### config.mk
export PLATFORM = sky130hd
export DESIGN_NAME = modulo_addr_corrector
export DESIGN_NICKNAME = d
export VERILOG_FILES = /design/src/rtl/modaddr_pkg.sv /design/src/rtl/modaddr_fold.sv /design/src/rtl/modaddr_out_reg.sv /design/src/rtl/modulo_addr_corrector.sv
export SDC_FILE = /design/constraint.sdc
export NUM_CORES = 1
export LEC_CHECK = 0
export ABC_AREA = 1
export CAP_MARGIN = 5
export CORE_UTILIZATION = 55
export CTS_CLUSTER_SIZE = 12
export DETAILED_ROUTE_END_ITERATION = 8
export GPL_TIMING_DRIVEN = 1
export PLACE_DENSITY = 0.82
export SKIP_LAST_GASP = 1
export SLEW_MARGIN = 15
export SYNTH_ARGS = -nofsm -noshare
export SYNTH_HDL_FRONTEND = slang
export SYNTH_SLANG_ARGS = --single-unit
### constraint.sdc
create_clock -name clk -period 0.8 [get_ports clk]
set_input_delay 0.2 -clock clk [delete_from_list [all_inputs] [get_ports clk]]
set_output_delay 0.2 -clock clk [all_outputs]
set_load 0.02 [all_outputs]
### src/rtl/modaddr_pkg.sv
package modaddr_pkg;

  typedef enum logic {
    MODE_PREPOST = 1'b0,
    MODE_OFFSET  = 1'b1
  } upd_mode_e;

endpackage

### src/rtl/modaddr_fold.sv
module modaddr_fold #(
  parameter int AW = 16
) (
  input  logic [AW-1:0] base_i,
  input  logic [AW-1:0] step_i,
  input  logic [AW-1:0] lo_i,
  input  logic [AW-1:0] hi_i,
  input  logic          bypass_i,
  output logic [AW-1:0] ea_o,
  output logic          hit_hi_o,
  output logic          hit_lo_o
);
  localparam int XW = AW + 2;

  function automatic logic signed [XW-1:0] widen_u(input logic [AW-1:0] v);
    return $signed({2'b00, v});
  endfunction

  function automatic logic signed [XW-1:0] widen_s(input logic [AW-1:0] v);
    return $signed({{2{v[AW-1]}}, v});
  endfunction

  logic signed [XW-1:0] cand_x;
  logic signed [XW-1:0] len_x;
  logic signed [XW-1:0] fixed_x;
  logic                 step_up;
  logic                 step_dn;

  always_comb begin
    cand_x   = widen_u(base_i) + widen_s(step_i);
    len_x    = widen_u(hi_i) - widen_u(lo_i) + XW'(1);
    step_dn  = step_i[AW-1];
    step_up  = !step_i[AW-1] && (|step_i);
    hit_hi_o = !bypass_i && step_up && (cand_x > widen_u(hi_i));
    hit_lo_o = !bypass_i && step_dn && (cand_x < widen_u(lo_i));
    if (hit_hi_o)      fixed_x = cand_x - len_x;
    else if (hit_lo_o) fixed_x = cand_x + len_x;
    else               fixed_x = cand_x;
    ea_o = fixed_x[AW-1:0];
  end

endmodule

### src/rtl/modaddr_out_reg.sv
module modaddr_out_reg #(
  parameter int AW = 16
) (
  input  logic          clk,
  input  logic          rst_n,
  input  logic          load_i,
  input  logic [AW-1:0] ea_d,
  input  logic          wb_d,
  output logic          vld_o,
  output logic [AW-1:0] ea_o,
  output logic          wb_o
);
  always_ff @(posedge clk or negedge rst_n) begin
    if (!rst_n) begin
      vld_o <= 1'b0;
      ea_o  <= '0;
      wb_o  <= 1'b0;
    end else begin
      vld_o <= load_i;
      if (load_i) begin
        ea_o <= ea_d;
        wb_o <= wb_d;
      end
    end
  end
endmodule

### src/rtl/modulo_addr_corrector.sv
module modulo_addr_corrector
  import modaddr_pkg::*;
#(
  parameter int AW = 16
) (
  input  logic          clk,
  input  logic          rst_n,
  input  logic          in_valid,
  input  logic [AW-1:0] base,
  input  logic [AW-1:0] step,
  input  logic [AW-1:0] buf_lo,
  input  logic [AW-1:0] buf_hi,
  input  logic          mode_offset,
  input  logic          is_write,
  input  logic          brev_active,
  output logic          out_valid,
  output logic [AW-1:0] out_ea,
  output logic          out_wb_en
);
  localparam int XW = AW + 2;

  upd_mode_e     upd_mode;
  logic          fold_bypass;
  logic          hit_hi;
  logic          hit_lo;
  logic [AW-1:0] ea_next;
  logic          wb_next;

  assign upd_mode    = upd_mode_e'(mode_offset);
  assign fold_bypass = brev_active && is_write;
  assign wb_next     = (upd_mode == MODE_PREPOST);

  modaddr_fold #(.AW(AW)) u_fold (
    .base_i   (base),
    .step_i   (step),
    .lo_i     (buf_lo),
    .hi_i     (buf_hi),
    .bypass_i (fold_bypass),
    .ea_o     (ea_next),
    .hit_hi_o (hit_hi),
    .hit_lo_o (hit_lo)
  );

  modaddr_out_reg #(.AW(AW)) u_out (
    .clk    (clk),
    .rst_n  (rst_n),
    .load_i (in_valid),
    .ea_d   (ea_next),
    .wb_d   (wb_next),
    .vld_o  (out_valid),
    .ea_o   (out_ea),
    .wb_o   (out_wb_en)
  );

  // Observation wires for the checks below
  logic signed [XW-1:0] chk_step_mag;
  logic signed [XW-1:0] chk_len;
  logic                 chk_base_in_buf;
  logic                 chk_step_fits;

  always_comb begin
    chk_len         = $signed({2'b00, buf_hi}) - $signed({2'b00, buf_lo}) + XW'(1);
    chk_step_mag    = step[AW-1] ? -$signed({{2{step[AW-1]}}, step})
                                 :  $signed({{2{step[AW-1]}}, step});
    chk_base_in_buf = (base >= buf_lo) && (base <= buf_hi) && (buf_lo <= buf_hi);
    chk_step_fits   = chk_step_mag <= chk_len;
  end

  a_r1_valid_follows: assert property (@(posedge clk) disable iff (!rst_n)
    in_valid |=> out_valid);
  a_r1_valid_drops: assert property (@(posedge clk) disable iff (!rst_n)
    !in_valid |=> !out_valid);
  a_r1_hold: assert property (@(posedge clk) disable iff (!rst_n)
    !in_valid |=> ($stable(out_ea) && $stable(out_wb_en)));
  a_r3_stays_inside: assert property (@(posedge clk) disable iff (!rst_n)
    (in_valid && !fold_bypass && chk_base_in_buf && chk_step_fits)
      |=> (out_ea >= $past(buf_lo) && out_ea <= $past(buf_hi)));
  a_r6_zero_step: assert property (@(posedge clk) disable iff (!rst_n)
    (in_valid && step == '0) |=> (out_ea == $past(base)));
  a_r7_offset_keeps_ptr: assert property (@(posedge clk) disable iff (!rst_n)
    (in_valid && mode_offset) |=> !out_wb_en);
  a_r7_prepost_writes: assert property (@(posedge clk) disable iff (!rst_n)
    (in_valid && !mode_offset) |=> out_wb_en);
  a_r8_write_bypass: assert property (@(posedge clk) disable iff (!rst_n)
    fold_bypass |-> (!hit_hi && !hit_lo));
  a_r2_one_side: assert property (@(posedge clk) disable iff (!rst_n)
    hit_hi |-> !step[AW-1]);

endmodule

==> results of run 1 <==
metrics by stage:
| stage | TNS [ns] | hold WS [ns] | setup WS (ns) | std cells | utilization, % |
|---|---|---|---|---|---|
| 2_1_floorplan | -36.56 | -0.0956 | -2.38 | 857 | - |
| 3_5_place_dp | -59.93 | 0.476 | -3.49 | 1283 | 89.3 |
| 3_3_place_gp | -56.49 | 0.466 | -3.30 | 1283 | 89.3 |
synthesized netlist by cell type (all sizes together):
| library cell | n | area share [%] |
|---|---|---|
| o2111ai | 2 | 0.33 |
| a31o | 1 | 0.16 |
| and3 | 1 | 0.12 |
| ha | 107 | 25 |
| nand3 | 68 | 6.6 |
| or2 | 2 | 0.24 |
| clkbuf | 4 | 0.28 |
| a21oi | 53 | 5.0 |
| nor3 | 9 | 0.85 |
| nand2 | 269 | 19 |
| nor4 | 4 | 0.47 |
| and2 | 1 | 0.12 |
| o21bai | 7 | 1.3 |
| a31oi | 6 | 0.71 |
| xnor2 | 8 | 1.3 |
| nand4 | 7 | 0.94 |
| o21ai | 17 | 1.6 |
| a221oi | 2 | 0.45 |
| nand3b | 4 | 0.57 |
| buf | 11 | 1.4 |
| a21o | 7 | 0.99 |
| fa | 4 | 1.5 |
| a21boi | 1 | 0.14 |
| nor2 | 45 | 3.3 |
| a211oi | 2 | 0.28 |
| dfrtp | 18 | 8.5 |
| xor2 | 41 | 6.8 |
| o31ai | 2 | 0.28 |
| inv | 149 | 11 |
| o211ai | 5 | 0.71 |
cells by family after synthesis:
family | Yosys count | share of synthesized area (%)
and+or+nand+nor | 410 | 32.6
xor gates and xnor gates | 49 | 8.08
buffers and inverters | 164 | 12.2
adders and majority gates | 111 | 26.7
AOI/OAI and AO/OA | 105 | 11.9
DFF | 18 | 8.48
==> impl_metrics.toml, run 1 <==
[cts]
cts_setup_buffers = 46
clockRootBuffer = "clkbuf_8"
cts.sinks = 18
ctsResizeCount = 487
postCtsHoldBufs = 0
cts.htree.levels = 1
clk_path_buf_depth = 2
cts_buffers = 3

[place]
dp.final_hpwl_mm = 18.7
gp_congestion = 1.08
dpl-instance-area_um2 = 8290
port_buffers = 87

[outcome]
tool.error = "[ERROR DPL-0038] Utilization greater than 100%, impossible to legalize"
lastStage = "clock tree synthesis"
status = "stopped before the end"

[floorplanning]
rows = 35
fp.dieW_um = 100
start_util_pct = 57.2
die_y_um = 100
ioPinCount = 88

[logic_synthesis]
synth_warnings = 0
syn_inst = 857
syn_area_um2 = 5310
synth_nets = 1038
ys_ff_latch = 18
post_synth.cell_area_avg_um2 = 6.20
ys_seq_area_share_pct = 8.48
ys_types = 42
==> run 2: changes to the inputs <==
CORE_UTILIZATION = 40   (was 55)
CTS_CLUSTER_SIZE = default   (was 12)
PLACE_DENSITY = default   (was 0.82)
PLACE_DENSITY_LB_ADDON = 0.15   (was default)
==> impl_metrics.toml, run 2 <==
[hold_path]
hold_class = "input pin to asynchronous set/reset pin"

[cts]
postCtsHoldBufs = 0
cts.sinks = 18
clk_path_buf_depth = 2
cts_tree = "built"
path_clk_slew_ns = 0.05
cts_buffers = 3
clockRootBuffer = "clkbuf_16"
cts.htree.levels = 1
insertion_delay_ns = 0.25

[logic_synthesis]
ys_seq_area_share_pct = 8.48
synth_top_cell_by_area = "ha_1"
syn_inst = 857
ys_ff_latch = 18
synthTopCellsByArea = "ha_1, nand2_1, inv_1"
ys_types = 42
synth_top_area_share_pct = 25.2
syn_area_um2 = 5310
post_synth.cell_area_avg_um2 = 6.20
synth_warnings = 0
synth_nets = 1038
synth_edf_count = 0
synthArstFlopShare_pct = 100
synth_common_cells = "nand2_1, inv_1, ha_1, nand3_1, a21oi_1"
synthFlopType = "dfrtp_1"
synth_most_common_cell = "nand2_1"

[place]
port_buffers = 87
dp.final_hpwl_mm = 15.0
dp.cells = 1330
dpl-instance-area_um2 = 8370
gp_congestion = 0.962
dp_slack_ns = -3.38

[outcome]
violations = "setup timing"
status = "finished with violations"

[grt]
grt_pass1_wl_mm = 31.5
antenna_found_initial = 0
grtUsageTotal_pct = 29.2
first_global_vias = 6743
grt.overflow.total = 0
grt_max_degree = 19

[sta]
timing_hold_violations_final = 0
tightestPinTransition_ns = 0.429
setup_slack_ns = -2.68
fmax_mhz = 287
finClkSkew_ns = 0
min_period_ns = 3.48
drv_slew = 0
maxSlewHeadroom_pct = 71.3
rsz0062_at_grt = "yes"
setup_viol = 34
post-route-period-util_pct = 435

[final_layout]
nets = 1419
fin_area_um2 = 10000
seqCellArea_um2 = 450
instances_no_fill = 1408
final_cell_mix = "buf_4, nand2_1, inv_1"
antenna_cells = 0
multi_input_area_um2 = 5450
reg_top3 = "u_out.ea_o: 16 flops, u_out.vld_o: 1 flops, u_out.wb_o: 1 flops"
mostFrequentLayoutCell = "buf_4"
largest_reg_flops = 16
top_register = "u_out.ea_o"
syn2layout_area_growth_pct = 88.4
drive_gt1_share_pct = 46.0
fill_cells = 872

[routing]
viasPerCell = 4.88
vias = 6872
drtPass1Iterations = 5
ant_nets = 0
wl_per_cell_um = 14.2
wl_mm = 20.0
drc = 0
drtIter0Drc = 315

[worst_setup_path]
ff2ff_setup_slack_ns = -0.06
r2r-end = "u_out.ea_o[12]$_DFFE_PN0P_"
crit_path_end_kind = "flip-flop"
rr_startpoint = "u_out.ea_o[12]$_DFFE_PN0P_"
cp_common_cell = "nand2_1"
worstPathMaxFanout = 7
crit_type = "input pin to flip-flop"
slowest_stage = "xor2_4"
worst-endpoint-required_ns = 0.99
setup.worst_path.start_class = "input pin"
crit_buf_inv = 5
worst_path_dominant_cell_family = "simple AND/OR/NAND/NOR gates"
crit_arrival_ns = 3.67
r2r_cells = 4
cp_slowest_stage_delay_ns = 0.33

[floorplanning]
start_util_pct = 41.6
fp.coreArea_um2 = 12800
fp.dieW_um = 117
die_y_um = 117
ioPinCount = 88
rows = 41
dieArea_um2 = 13700

[job]
maxCapViolations = 0

[power]
power_leakage_nw = 5.37
vdd_drop_max_v = 0.00104
power_density_nw_per_um2 = 2120
run 2: layer usage:
| metal | GRT usage [%] | part of all wire, % | vias up |
|---|---|---|---|
| met1 | 36.5 | 43 | 3130 |
| met3 | 2.27 | 3.9 | 44 |
| met2 | 52.1 | 49 | 183 |
| met4 | 11.1 | 4.2 | 0 |
| met5 | 0 | 0 | - |
| li1 | - | - | 3515 |
run 2: cells by family (layout without fill, tap and decap cells):
group           count (synthesis)  after routing  synth area share, %
compound gates                105            105                 11.9
xor+xnor                       49             49                 8.08
fa+ha+maj                     111            111                 26.7
buf+inv                       164            542                 12.2
flops                          18             18                 8.48
simple gates                  410            411                 32.6
run 2: worst max-delay path by stage:
| stage | startpoint | to | slack, ns | cells past startpoint |
|---|---|---|---|---|
| 2_1_floorplan | buf_hi[1] | u_out.ea_o[15]$_DFFE_PN0P_ | -2.38 | 25 |
| 3_3_place_gp | step[0] | u_out.ea_o[15]$_DFFE_PN0P_ | -3.34 | 25 |
| 3_5_place_dp | step[0] | u_out.ea_o[15]$_DFFE_PN0P_ | -3.38 | 25 |
| 4_1_cts | buf_lo[11] | u_out.ea_o[15]$_DFFE_PN0P_ | -2.67 | 23 |
| 5_1_grt | step[0] | u_out.ea_o[8]$_DFFE_PN0P_ | -2.83 | 25 |
| 6_report | step[5] | u_out.ea_o[13]$_DFFE_PN0P_ | -2.68 | 26 |
run 2: power breakdown:
group	switching (mW)	internal, mW	leakage, nW
Combinational	9.45	9.29	5.12
Sequential	0.247	1.20	0.218
Clock	0.329	0.658	0.0370
Total	10.0	11.2	5.37
run 2: worst register-to-register path, cell delays in order (launching register included):
cell,delay [ns]
dfrtp_1,0.38
buf_4,0.13
buf_4,0.12
nand2_1,0.07
nand2_2,0.05
run 2: through the flow:
step / total power [mW] / utilization, % / hold slack, ns / TNS (ns)
after floorplan: 9.52 / - / -0.0956 / -36.56
after global placement: 16.2 / 65.5 / 0.468 / -59.59
after detailed placement: 16.2 / 65.5 / 0.468 / -60.28
after CTS: 20.2 / 76.5 / 0.295 / -42.28
after global routing: 22.7 / 78.4 / 0.297 / -48.09
final: 21.2 / 78.4 / 0.293 / -45.53
run 2: repair_timing:
action,CTS,global route
setup endpoints to repair,35,34
buffers inserted,60,17
hold endpoints to repair,0,0
pin swaps,116,52
cloned,3,0
resized for setup,409,50
run 2: final cells by class:
cell class,instances,area share (%)
clock buffer,3,0.750
inverter,149,5.77
multi-input combinational,676,54.5
sequential,18,4.50
tap,172,2.15
timing repair buffer,390,32.3
(Power assumes the default switching activity.)
==> run 3: changes to the inputs <==
clock period = 3.2 ns   (was 0.8 ns; I/O delays follow)
==> impl_metrics.toml, run 3 (same netlist as run 2, synthesis figures left out) <==
[final_layout]
drive_gt1_share_pct = 47.0
top_register = "u_out.ea_o"
instances_no_fill = 1388
antenna_cells = 0
syn2layout_area_growth_pct = 93.4
mostFrequentLayoutCell = "buf_4"
fill_cells = 811
fin_area_um2 = 10300
largest_reg_flops = 16
reg_top3 = "u_out.ea_o: 16 flops, u_out.vld_o: 1 flops, u_out.wb_o: 1 flops"
final_cell_mix = "buf_4, nand2_1, inv_1"
nets = 1399

[power]
clkPwrFrac_pct = 4.4
pwr-share-comb_pct = 89.2
seq_power_share_pct = 6.3
total_power_mw = 5.44
switching_power_mw = 2.64
power_density_nw_per_um2 = 530
power_leakage_nw = 5.35
vdd_drop_max_v = 0.000280
sw_frac_of_total_pct = 48.5
internal_power_mw = 2.81

[routing]
dr_wl_met3_mm = 1.03
drc = 0
m1WireLength_mm = 8.81
top_layer = "met4"
wl_met2_mm = 11.2
viasPerCell = 5.12
wl_per_cell_um = 16.0
drtIter0Drc = 458
wl_mm = 22.1
ant_nets = 0
vias = 7103
drtPass1Iterations = 5

[sta]
drv_slew = 0
min_period_ns = 4.02
tightestPinTransition_ns = 0.867
post-route-period-util_pct = 126
setup_viol = 16
rsz0062_at_grt = "yes"
setup_slack_ns = -0.818
fmax_mhz = 249
maxSlewHeadroom_pct = 42.0
fin_hold_ws_ns = 0.467
timing_hold_violations_final = 0
finClkSkew_ns = 0

[cts]
clockRootBuffer = "clkbuf_16"
postCtsHoldBufs = 0
path_clk_slew_ns = 0.05
clk_path_buf_depth = 2
insertion_delay_ns = 0.24
cts_tree = "built"
cts.sinks = 18
cts.htree.levels = 1
cts_buffers = 3

[grt]
grt.overflow.total = 0
grtUsageTotal_pct = 31.1
grt_pass1_wl_mm = 33.1
first_global_vias = 6996
grt_max_degree = 20
antenna_found_initial = 0

[floorplanning]
start_util_pct = 41.6
fp.dieW_um = 117
die_y_um = 117
fp.coreArea_um2 = 12800
ioPinCount = 88
dieArea_um2 = 13700
rows = 41

[place]
dpl-instance-area_um2 = 8350
dp.cells = 1329
port_buffers = 87
dp.final_hpwl_mm = 15.3
dp_slack_ns = -1.54
gp_congestion = 0.925

[worst_setup_path]
worst-endpoint-required_ns = 3.39
crit_arrival_ns = 4.20
crit_path_end_kind = "flip-flop"
cp_common_cell = "nand2_1"
crit_buf_inv = 3
slowest_stage = "fa_2"
cp_slowest_stage_delay_ns = 0.37
worstPathMaxFanout = 6
crit_type = "input pin to flip-flop"
setup.worst_path.start_class = "input pin"
worst_path_dominant_cell_family = "simple AND/OR/NAND/NOR gates"

[job]
maxCapViolations = 0

[outcome]
status = "finished with violations"
violations = "setup timing"

[hold_path]
hold_class = "flip-flop to flip-flop"
-- run 3: per-stage QoR --
stage | utilization (%) | setup TNS, ns
final | 80.5 | -11.59
after global routing | 80.5 | -13.75
after CTS | 77.5 | -9.10
after detailed placement | 65.4 | -23.97
after global placement | 65.4 | -22.35
after floorplan | - | -7.76
-- run 3: routing by layer --
metal | GRT usage [%] | up-vias
met1 | 36.8 | 3318
met4 | 12.9 | 0
met2 | 57.7 | 237
li1 | - | 3469
met3 | 2.11 | 79
met5 | 0 | -
-- run 3: worst register-to-register path, cell delays in order (launching register included) --
cell	delay, ns
dfrtp_1	0.38
nor2_1	0.12
a21oi_2	0.04
-- run 3: worst paths after layout --
kind / start / slack (ns) / cells past startpoint / to
setup / recovery: step[0] / -0.82 / 26 / u_out.ea_o[15]$_DFFE_PN0P_
hold / removal: u_out.ea_o[2]$_DFFE_PN0P_ / 0.47 / 2 / u_out.ea_o[2]$_DFFE_PN0P_
setup reg to reg: u_out.ea_o[14]$_DFFE_PN0P_ / 2.56 / 2 / u_out.ea_o[14]$_DFFE_PN0P_
hold reg to reg: u_out.ea_o[2]$_DFFE_PN0P_ / 0.47 / 2 / u_out.ea_o[2]$_DFFE_PN0P_
max in group asynchronous: rst_n / 1.61 / 1 / u_out.ea_o[7]$_DFFE_PN0P_
min in group asynchronous: rst_n / 1.05 / 1 / u_out.ea_o[14]$_DFFE_PN0P_
-- run 3: final cells by class --
cell class                 count  area [µm²]  area share [%]
multi-input combinational    675        5810            56.5
timing repair buffer         370        3130            30.5
sequential                    18         450            4.38
inverter                     149         592            5.76
tap                          172         215            2.09
clock buffer                   3        75.1           0.730
timing repair inverter         1        8.76          0.0852
-- run 3: power groups by stage --
| stage | sequential (mW) | combinational [mW] | clock, mW |
|---|---|---|---|
| finish | 0.346 | 4.86 | 0.242 |
| detailed placement | 0.347 | 3.75 | 0 |
| CTS | 0.345 | 4.46 | 0.244 |
| global route | 0.353 | 5.21 | 0.258 |
| floorplan | 0.431 | 1.95 | 0 |
| global placement | 0.346 | 3.73 | 0 |
-- run 3: repair_timing --
action,CTS,global route
endpoints found under the setup margin,16,16
resized for setup,350,75
hold endpoints to repair,0,0
setup buffers,41,12
pin swaps,140,77
cloned,4,0
==> run 4: changes to the inputs <==
GPL_TIMING_DRIVEN = 0   (was 1)
SETUP_SLACK_MARGIN = 0.2   (was default)
==> impl_metrics.toml, run 4 (same netlist as run 2, synthesis figures left out) <==
[outcome]
status = "finished with violations"
violations = "setup timing"

[final_layout]
drive_gt1_share_pct = 29.3
fill_cells = 1108
top_register = "u_out.ea_o"
final_cell_mix = "nand2_1, inv_1, buf_4"
fin_area_um2 = 8260
mostFrequentLayoutCell = "nand2_1"
antenna_cells = 0
syn2layout_area_growth_pct = 55.5
largest_reg_flops = 16
reg_top3 = "u_out.ea_o: 16 flops, u_out.vld_o: 1 flops, u_out.wb_o: 1 flops"
final_core_util_pct = 64.7
nets = 1201
instances_no_fill = 1190

[sta]
setup_viol = 16
maxSlewHeadroom_pct = 45.4
finClkSkew_ns = 0
fin_hold_ws_ns = 0.466
drv_slew = 0
tightestPinTransition_ns = 0.817
setup_slack_ns = -0.913
post-route-period-util_pct = 129
rsz0062_at_grt = "yes"
timing_hold_violations_final = 0
min_period_ns = 4.11
fmax_mhz = 243

[floorplanning]
rows = 41
fp.dieW_um = 117
start_util_pct = 41.6
fp.coreArea_um2 = 12800
dieArea_um2 = 13700
ioPinCount = 88
die_y_um = 117

[worst_setup_path]
r2r_cells = 2
crit_arrival_ns = 4.30
r2r-end = "u_out.ea_o[14]$_DFFE_PN0P_"
crit_type = "input pin to flip-flop"
crit_path_end_kind = "flip-flop"
setup.worst_path.start_class = "input pin"
worstSetupStartpoint = "buf_hi[3]"
ff2ff_setup_slack_ns = 2.54
rr_startpoint = "u_out.ea_o[14]$_DFFE_PN0P_"
worstPathMaxFanout = 4
worst-endpoint-required_ns = 3.38
crit_path_end = "u_out.ea_o[15]$_DFFE_PN0P_"

[place]
dp.final_hpwl_mm = 12.9
port_buffers = 87
dpl-instance-area_um2 = 6740
dp_slack_ns = -1.93
gp_congestion = 0.930
dp.cells = 1116

[cts]
insertion_delay_ns = 0.24
cts.sinks = 18
cts_tree = "built"
clockRootBuffer = "clkbuf_16"
cts_buffers = 3
postCtsHoldBufs = 0
path_clk_slew_ns = 0.05
clk_path_buf_depth = 2
cts.htree.levels = 1

[routing]
vias = 5999
drtIter0Drc = 257
viasPerCell = 5.04
drc = 0
drtPass1Iterations = 5
wl_per_cell_um = 14.6
ant_nets = 0
wl_mm = 17.3

[grt]
grt_max_degree = 19
grt_pass1_wl_mm = 27.3
first_global_vias = 5757
grt.overflow.total = 0
grtUsageTotal_pct = 25.2
antenna_found_initial = 0

[hold_path]
holdPathStages = 2
hold_class = "flip-flop to flip-flop"

[power]
vdd_drop_max_v = 0.000205
power_leakage_nw = 4.25
power_density_nw_per_um2 = 504

[job]
maxCapViolations = 0
run 4: cell count changes in the layout (fill, tap and decap cells not counted), moves of 7 or more:
| cell | change |
|---|---|
| dlygate4sd2_1 | +7 |
| nand2_4 | -9 |
| buf_4 | -182 |
| nand3_2 | -12 |
| nor2_1 | +7 |
| ha_1 | +11 |
| ha_4 | -11 |
| buf_6 | -19 |
| nand3_1 | +14 |
| nand2_1 | +16 |
run 4: what timing repair did:
action	in CTS	in global routing
resized for setup	186	96
setup buffers	53	17
pin swaps	75	59
setup endpoints to repair	16	16
cloned	1	0
endpoints found under the hold margin	0	0
run 4: per-layer routing:
| metal | track usage, % | part of all wire [%] | vias up | wire length, µm |
|---|---|---|---|---|
| met5 | 0 | 0 | - | 0 |
| met1 | 32.2 | 45 | 2762 | 7770 |
| met4 | 8.61 | 3.1 | 0 | 536 |
| li1 | - | - | 3073 | - |
| met2 | 44.6 | 49 | 140 | 8440 |
| met3 | 1.80 | 3.3 | 24 | 565 |
run 4: final cells by class:
| cell class | instances | area [µm²] | share of cell area, % |
|---|---|---|---|
| clock buffer | 3 | 75.1 | 0.909 |
| sequential | 18 | 450 | 5.45 |
| inverter | 149 | 587 | 7.10 |
| timing repair buffer | 158 | 1410 | 17.1 |
| tap | 172 | 215 | 2.60 |
| multi-input combinational | 675 | 5390 | 65.3 |
| buffer | 15 | 129 | 1.56 |
run 4: through the flow:
step / power [mW] / setup TNS (ns)
global placement: 3.18 / -28.12
detailed placement: 3.19 / -28.36
global route: 4.55 / -16.09
CTS: 3.81 / -12.10
floorplan: 2.38 / -7.76
finish: 4.16 / -12.89
run 4: worst max-delay path, stage by stage:
cell and delay, ns:
buf_4 0.13, ha_4 0.24, ha_4 0.25, a21oi_2 0.14
nand2_2 0.08, nand2_1 0.06, nand2_1 0.07, nand2_2 0.08
nand2_1 0.05, a21o_1 0.20, a21oi_2 0.14, o21bai_1 0.10
xor2_1 0.23, inv_1 0.07, ha_1 0.32, buf_8 0.14
a21o_1 0.18, a31oi_2 0.18, o211ai_1 0.15, nand3b_1 0.21
nand2_2 0.10, nand3_1 0.08, nand2_1 0.09, nand2_1 0.05
nand2_1 0.07, nand2_1 0.05, nand2_1 0.05
run 4: worst min path at each step:
stage / to / from
global route: u_out.ea_o[5]$_DFFE_PN0P_ / u_out.ea_o[5]$_DFFE_PN0P_
CTS: u_out.ea_o[5]$_DFFE_PN0P_ / u_out.ea_o[5]$_DFFE_PN0P_
finish: u_out.ea_o[5]$_DFFE_PN0P_ / u_out.ea_o[5]$_DFFE_PN0P_
detailed placement: u_out.ea_o[5]$_DFFE_PN0P_ / u_out.ea_o[5]$_DFFE_PN0P_
global placement: u_out.ea_o[13]$_DFFE_PN0P_ / u_out.ea_o[13]$_DFFE_PN0P_
floorplan: u_out.ea_o[0]$_DFFE_PN0P_ / rst_n
run 4: report_power, final:
part | internal (mW) | total, mW | leakage [nW] | switching (mW)
Sequential | 0.300 | 0.340 | 0.218 | 0.0396
Combinational | 1.53 | 3.58 | 4.00 | 2.05
Clock | 0.164 | 0.242 | 0.0370 | 0.0779
Total | 1.99 | 4.16 | 4.25 | 2.17
